===== src/rtl/edge_pkg.sv =====
package edge_pkg;

    typedef enum logic [1:0] {
        ST_LOW     = 2'b00,
        ST_CHANGED = 2'b01,
        ST_HIGH    = 2'b10
    } edge_state_t;

    typedef struct packed {
        edge_state_t st;
    } fsm_regs_t;

endpackage


===== src/rtl/edge_sync.sv =====
module edge_sync #(
    parameter int STAGES = 2
) (
    input  logic clk_i,
    input  logic rst_i,
    input  logic d_i,
    output logic q_o
);
    logic [STAGES-1:0] sh_d, sh_q;

    generate
        if (STAGES == 1) begin : g_one
            always_comb sh_d = d_i;
        end else begin : g_many
            always_comb sh_d = {sh_q[STAGES-2:0], d_i};
        end
    endgenerate

    always_ff @(posedge clk_i) begin
        if (rst_i) sh_q <= '0;
        else       sh_q <= sh_d;
    end

    assign q_o = sh_q[STAGES-1];

    generate
        if (STAGES == 2) begin : g_chk
            // a rise at the output was present at the input two clocks earlier
            a_r6_two_clock_delay: assert property (@(posedge clk_i) disable iff (rst_i)
                $rose(q_o) |-> $past(d_i, 2));
        end
    endgenerate
endmodule


===== src/rtl/edge_prescaler.sv =====
module edge_prescaler #(
    parameter int DIV_W = 16
) (
    input  logic clk_i,
    input  logic rst_i,
    output logic tick_o
);
    logic [DIV_W-1:0] cnt_d, cnt_q;

    always_comb cnt_d = cnt_q + 1'b1;

    always_ff @(posedge clk_i) begin
        if (rst_i) cnt_q <= '0;
        else       cnt_q <= cnt_d;
    end

    assign tick_o = &cnt_q;

    // enable marks the wrap of the counter
    a_r5_wrap: assert property (@(posedge clk_i) disable iff (rst_i)
        tick_o |=> (cnt_q == '0));
    // enable is a single-cycle event
    a_r5_single: assert property (@(posedge clk_i) disable iff (rst_i)
        tick_o |=> !tick_o);
endmodule


===== src/rtl/edge_fsm.sv =====
module edge_fsm
    import edge_pkg::*;
(
    input  logic        clk_i,
    input  logic        rst_i,
    input  logic        step_i,
    input  logic        lvl_i,
    output edge_state_t st_o
);
    fsm_regs_t r_d, r_q;

    always_comb begin
        r_d = r_q;
        if (step_i) begin
            case (r_q.st)
                ST_LOW:     r_d.st = lvl_i ? ST_CHANGED : ST_LOW;
                ST_CHANGED: r_d.st = lvl_i ? ST_HIGH    : ST_LOW;
                ST_HIGH:    r_d.st = lvl_i ? ST_HIGH    : ST_LOW;
                default:    r_d.st = ST_LOW;
            endcase
        end
    end

    always_ff @(posedge clk_i) begin
        if (rst_i) r_q.st <= ST_LOW;
        else       r_q    <= r_d;
    end

    assign st_o = r_q.st;

    // state holds between steps
    a_r5_hold: assert property (@(posedge clk_i) disable iff (rst_i)
        !step_i |=> $stable(r_q.st));
    // never skip from LOW straight to HIGH
    a_r2_no_skip: assert property (@(posedge clk_i) disable iff (rst_i)
        (r_q.st == ST_LOW) |=> (r_q.st != ST_HIGH));
    // CHANGED lasts a single step
    a_r3_one_step: assert property (@(posedge clk_i) disable iff (rst_i)
        (r_q.st == ST_CHANGED && step_i) |=> (r_q.st != ST_CHANGED));
    // HIGH is kept while the level stays high
    a_r4_keep_high: assert property (@(posedge clk_i) disable iff (rst_i)
        (r_q.st == ST_HIGH && step_i && lvl_i) |=> (r_q.st == ST_HIGH));
    // unused encoding is never reached
    a_r8_legal: assert property (@(posedge clk_i) disable iff (rst_i)
        r_q.st != 2'b11);
endmodule


===== src/rtl/edge_rise_detect.sv =====
module edge_rise_detect
    import edge_pkg::*;
#(
    parameter int DIV_W       = 16,
    parameter int SYNC_STAGES = 2
) (
    input  logic clk_i,
    input  logic rst_i,
    input  logic level_i,
    output logic pulse_o
);
    logic        lvl_sync;
    logic        step;
    edge_state_t st;

    edge_sync #(.STAGES(SYNC_STAGES)) u_sync (
        .clk_i (clk_i),
        .rst_i (rst_i),
        .d_i   (level_i),
        .q_o   (lvl_sync)
    );

    edge_prescaler #(.DIV_W(DIV_W)) u_pre (
        .clk_i  (clk_i),
        .rst_i  (rst_i),
        .tick_o (step)
    );

    edge_fsm u_fsm (
        .clk_i  (clk_i),
        .rst_i  (rst_i),
        .step_i (step),
        .lvl_i  (lvl_sync),
        .st_o   (st)
    );

    assign pulse_o = (st == ST_CHANGED);

    // a new pulse starts only on a step edge
    a_r1_rise_on_step: assert property (@(posedge clk_i) disable iff (rst_i)
        $rose(pulse_o) |-> $past(step));
endmodule


===== config.mk =====
export PLATFORM = sky130hd
export DESIGN_NAME = edge_rise_detect
export DESIGN_NICKNAME = d
export VERILOG_FILES = /design/src/rtl/edge_pkg.sv /design/src/rtl/edge_sync.sv /design/src/rtl/edge_prescaler.sv /design/src/rtl/edge_fsm.sv /design/src/rtl/edge_rise_detect.sv
export SDC_FILE = /design/constraint.sdc
export NUM_CORES = 1
export LEC_CHECK = 0
export BUFFER_PORTS_ARGS = -buffer_cell sky130_fd_sc_hd__buf_2
export CORE_ASPECT_RATIO = 0.6
export CORE_MARGIN = 2
export CORE_UTILIZATION = 40
export CTS_CLUSTER_SIZE = 8
export DETAILED_ROUTE_END_ITERATION = 6
export PLACE_DENSITY = 0.64
export SLEW_MARGIN = 20
export SYNTH_ARGS = -nofsm -noshare
export SYNTH_HDL_FRONTEND = slang
export SYNTH_SLANG_ARGS = --single-unit

===== constraint.sdc =====
create_clock -name clk_i -period 2.7 [get_ports clk_i]
set_clock_uncertainty 0.15 [all_clocks]
set_input_delay 0.54 -clock clk_i [delete_from_list [all_inputs] [get_ports clk_i]]
set_output_delay 0.54 -clock clk_i [all_outputs]
set_load 0.005 [all_outputs]

==> run_results.csv <==
group,metric,value,unit
outcome,status,"finished, final reports clean",
route,totalWireLength,1480,um
finish,nets,109,
worst_setup_path,path_cells,"ha_1 > nand4_2 > nor4_2 > nand3_1 > mux2i_1",
route,wl_per_cell,11.4,um
worst_setup_path,cp_max_fo,6,
sta,fin_crit_sh,0.674,
placed_design,dp_hpwl,1040,um
floorplanning,rows,13,
worst_setup_path,cp.arrival,1.82,ns
finish,area.growth.synth_to_final,9.57,%
synth,ys_seq_elements,20,
synth,async_flop_share,0,
clock_network,hold_buffers,0,
global_routing,grt_pass1_vias,501,
clock_network,htree_levels,1,
synth,synth.distinct_cells,24,
synth,ys_seq_area_frac,0.444,
synth,yosys_warnings,0,
finish,regArea,400,sq um
clock_network,cts_resized,0,
worst_setup_path,path_class,"reg2reg",
sta,rsz0062_at_grt,"false",
global_routing,grt_usage,0.131,
finish,multi_input_area,472,sq um
synth,synth_nets,103,
worst_setup_path,crit_path_start_kind,"flop",
placed_design,post-place-ws,0.891,ns
synth,yosys.area.top_type_share,0.444,
sta,drv_slew,0,
floorplanning,fp.coreArea,2150,sq um
clock_network,clkSlewWorstSetupHoldPaths,0.07,ns
clock_network,root_buffer,"clkbuf_8",
synth,synth.most_common_cell,"dfxtp_1",
run,max_cap_viol_count,0,
worst_setup_path,slowest_stage,"nor4_2",
sta,worst_slack,0.881,ns
route,drt_pass1_iterations,4,
floorplanning,die_x,65.3,um
worst_setup_path,slowest_delay,0.39,ns
sta,setup_violations,0,
placed_design,port_buffers,3,
sta,whs,0.303,ns
synth,ys_top_cells_by_count,"20 x dfxtp_1, 15 x nor2_1, 8 x xnor2_1",
route,vias,616,
pwr,vdd_ir_drop_max,0.247,mV
sta,setup-tns-final,0,ns
finish,drive_above_1_share,0.130,
clock_network,cts_buffers,3,
clock_network,clk_path_buf_depth,2,
finish,n_fill_cell,204,
clock_network,post_cts_buffers,0,
placed_design,place_congestion,0.691,
floorplanning,ios,4,
synth,yosys_most_used_dff,"dfxtp_1",
synth,syn_inst,96,
route,via_per_inst,4.74,
worst_setup_path,critPathCaptureType,"flop",
global_routing,overflow,0,
sta,fmax,550,MHz
finish,final_cell_area,988,sq um
worst_hold_path,hold_path.class,"reg2reg",
sta,relSlewSlack,0.741,
synth,synth.avg_cell_area,9.40,sq um
pwr,powerDensity,519,nW/um^2
placed_design,place_area,947,sq um
synth,syn-cell-area,902,sq um
global_routing,grt_pass1_wl,2390,um
route,drc,0,
sta,min_period,1.82,ns
route,antenna_left,0,
route,drt_iter0_drc,22,
synth,synth_top_area_cell,"dfxtp_1",
sta,worstMarginPinSlew,0.388,ns
sta,final_hold_viol_count,0,
global_routing,grt_max_degree,24,
clock_network,tritoncts,"built",
floorplanning,die_area,2660,sq um
pwr,total_power,0.513,mW
synth,synth.area.top_cells,"dfxtp_1 44%, xnor2_1 7.8%, nor2_1 6.2%",
global_routing,antenna_found_initial,0,
synth,synth_edf_count,0,
worst_setup_path,cp.required,2.70,ns
clock_network,clock_latency,0.26,ns
pwr,power.leakage,0.354,nW
finish,antenna_cells,0,
floorplanning,fp.dieH,40.8,um
floorplanning,start_util,0.420,
clock_network,cts_num_sinks,20,
-- logic make-up after synthesis --
family	Yosys count	synth area share
AOI/OAI and AO/OA	6	0.0374
xor gates and xnor gates	10	0.0971
adders and majority gates	4	0.0555
muxes	3	0.0388
buffers and inverters	8	0.0333
and+or+nand+nor	45	0.294
DFF	20	0.444
-- metrics by stage --
step	utilization	std cells
after global routing	0.460	130
after global placement	0.441	127
after floorplan	-	96
after CTS	0.460	130
after detailed placement	0.441	127
final	0.460	130
-- placed cells by master, fill, tap and decap left out --
master,instances
nand3_2,3
o21ai_0,2
nor4_1,2
mux2i_1,2
nor2_1,15
a31o_1,1
nor4_2,1
a21oi_1,3
nand2_1,4
nand2b_1,3
inv_1,6
mux2_4,1
buf_2,3
clkbuf_8,3
xor2_1,2
nand3b_1,1
nor3_1,2
nand3_1,5
nand4_2,1
xnor2_1,8
nor4_4,1
or3_1,2
nor2b_1,5
dfxtp_1,20
ha_1,4
-- power breakdown --
part	switching, mW	total, mW	internal (mW)
clock	0.0925	0.192	0.0994
combinational	0.00970	0.0165	0.00676
sequential	0.00430	0.304	0.300
-- flip-flops by register name, summed over array words and instances, names as in the netlist --
signal,count
u_pre.cnt_q,16
u_fsm.st_o,2
u_sync.sh_q,2
-- final cells by class --
cell class,count,share of cell area
inverter,6,0.0228
clock buffer,3,0.0418
timing repair buffer,3,0.0152
multi-input combinational,68,0.477
sequential,20,0.405
tap,30,0.0380
-- final timing paths --
check,start,to,slack (ns),cells past startpoint
setup / recovery,u_pre.cnt_q[0],u_fsm.st_o[1],0.88,5
hold / removal,u_sync.sh_q[0],u_sync.sh_q[1],0.30,1
setup reg to reg,u_pre.cnt_q[0],u_fsm.st_o[1],0.88,5
hold reg to reg,u_sync.sh_q[0],u_sync.sh_q[1],0.30,1
-- routing by layer --
| metal | share of wire | global-route usage | vias up |
|---|---|---|---|
| met5 | 0 | 0 | - |
| met4 | 0.016 | 0.0781 | 0 |
| met3 | 0.030 | 0.0577 | 4 |
| met2 | 0.40 | 0.173 | 6 |
| met1 | 0.55 | 0.176 | 280 |
| li1 | - | - | 326 |
-- worst max-delay path: cells and delay by family, from the launching register on --
family | cells | cell delay [ns]
AND/OR/NAND/NOR | 3 | 0.78
adder cells (fa/ha/maj) | 1 | 0.24
multiplexers | 1 | 0.15
flip-flops | 1 | 0.38
Power figures use the tool's default switching activity.
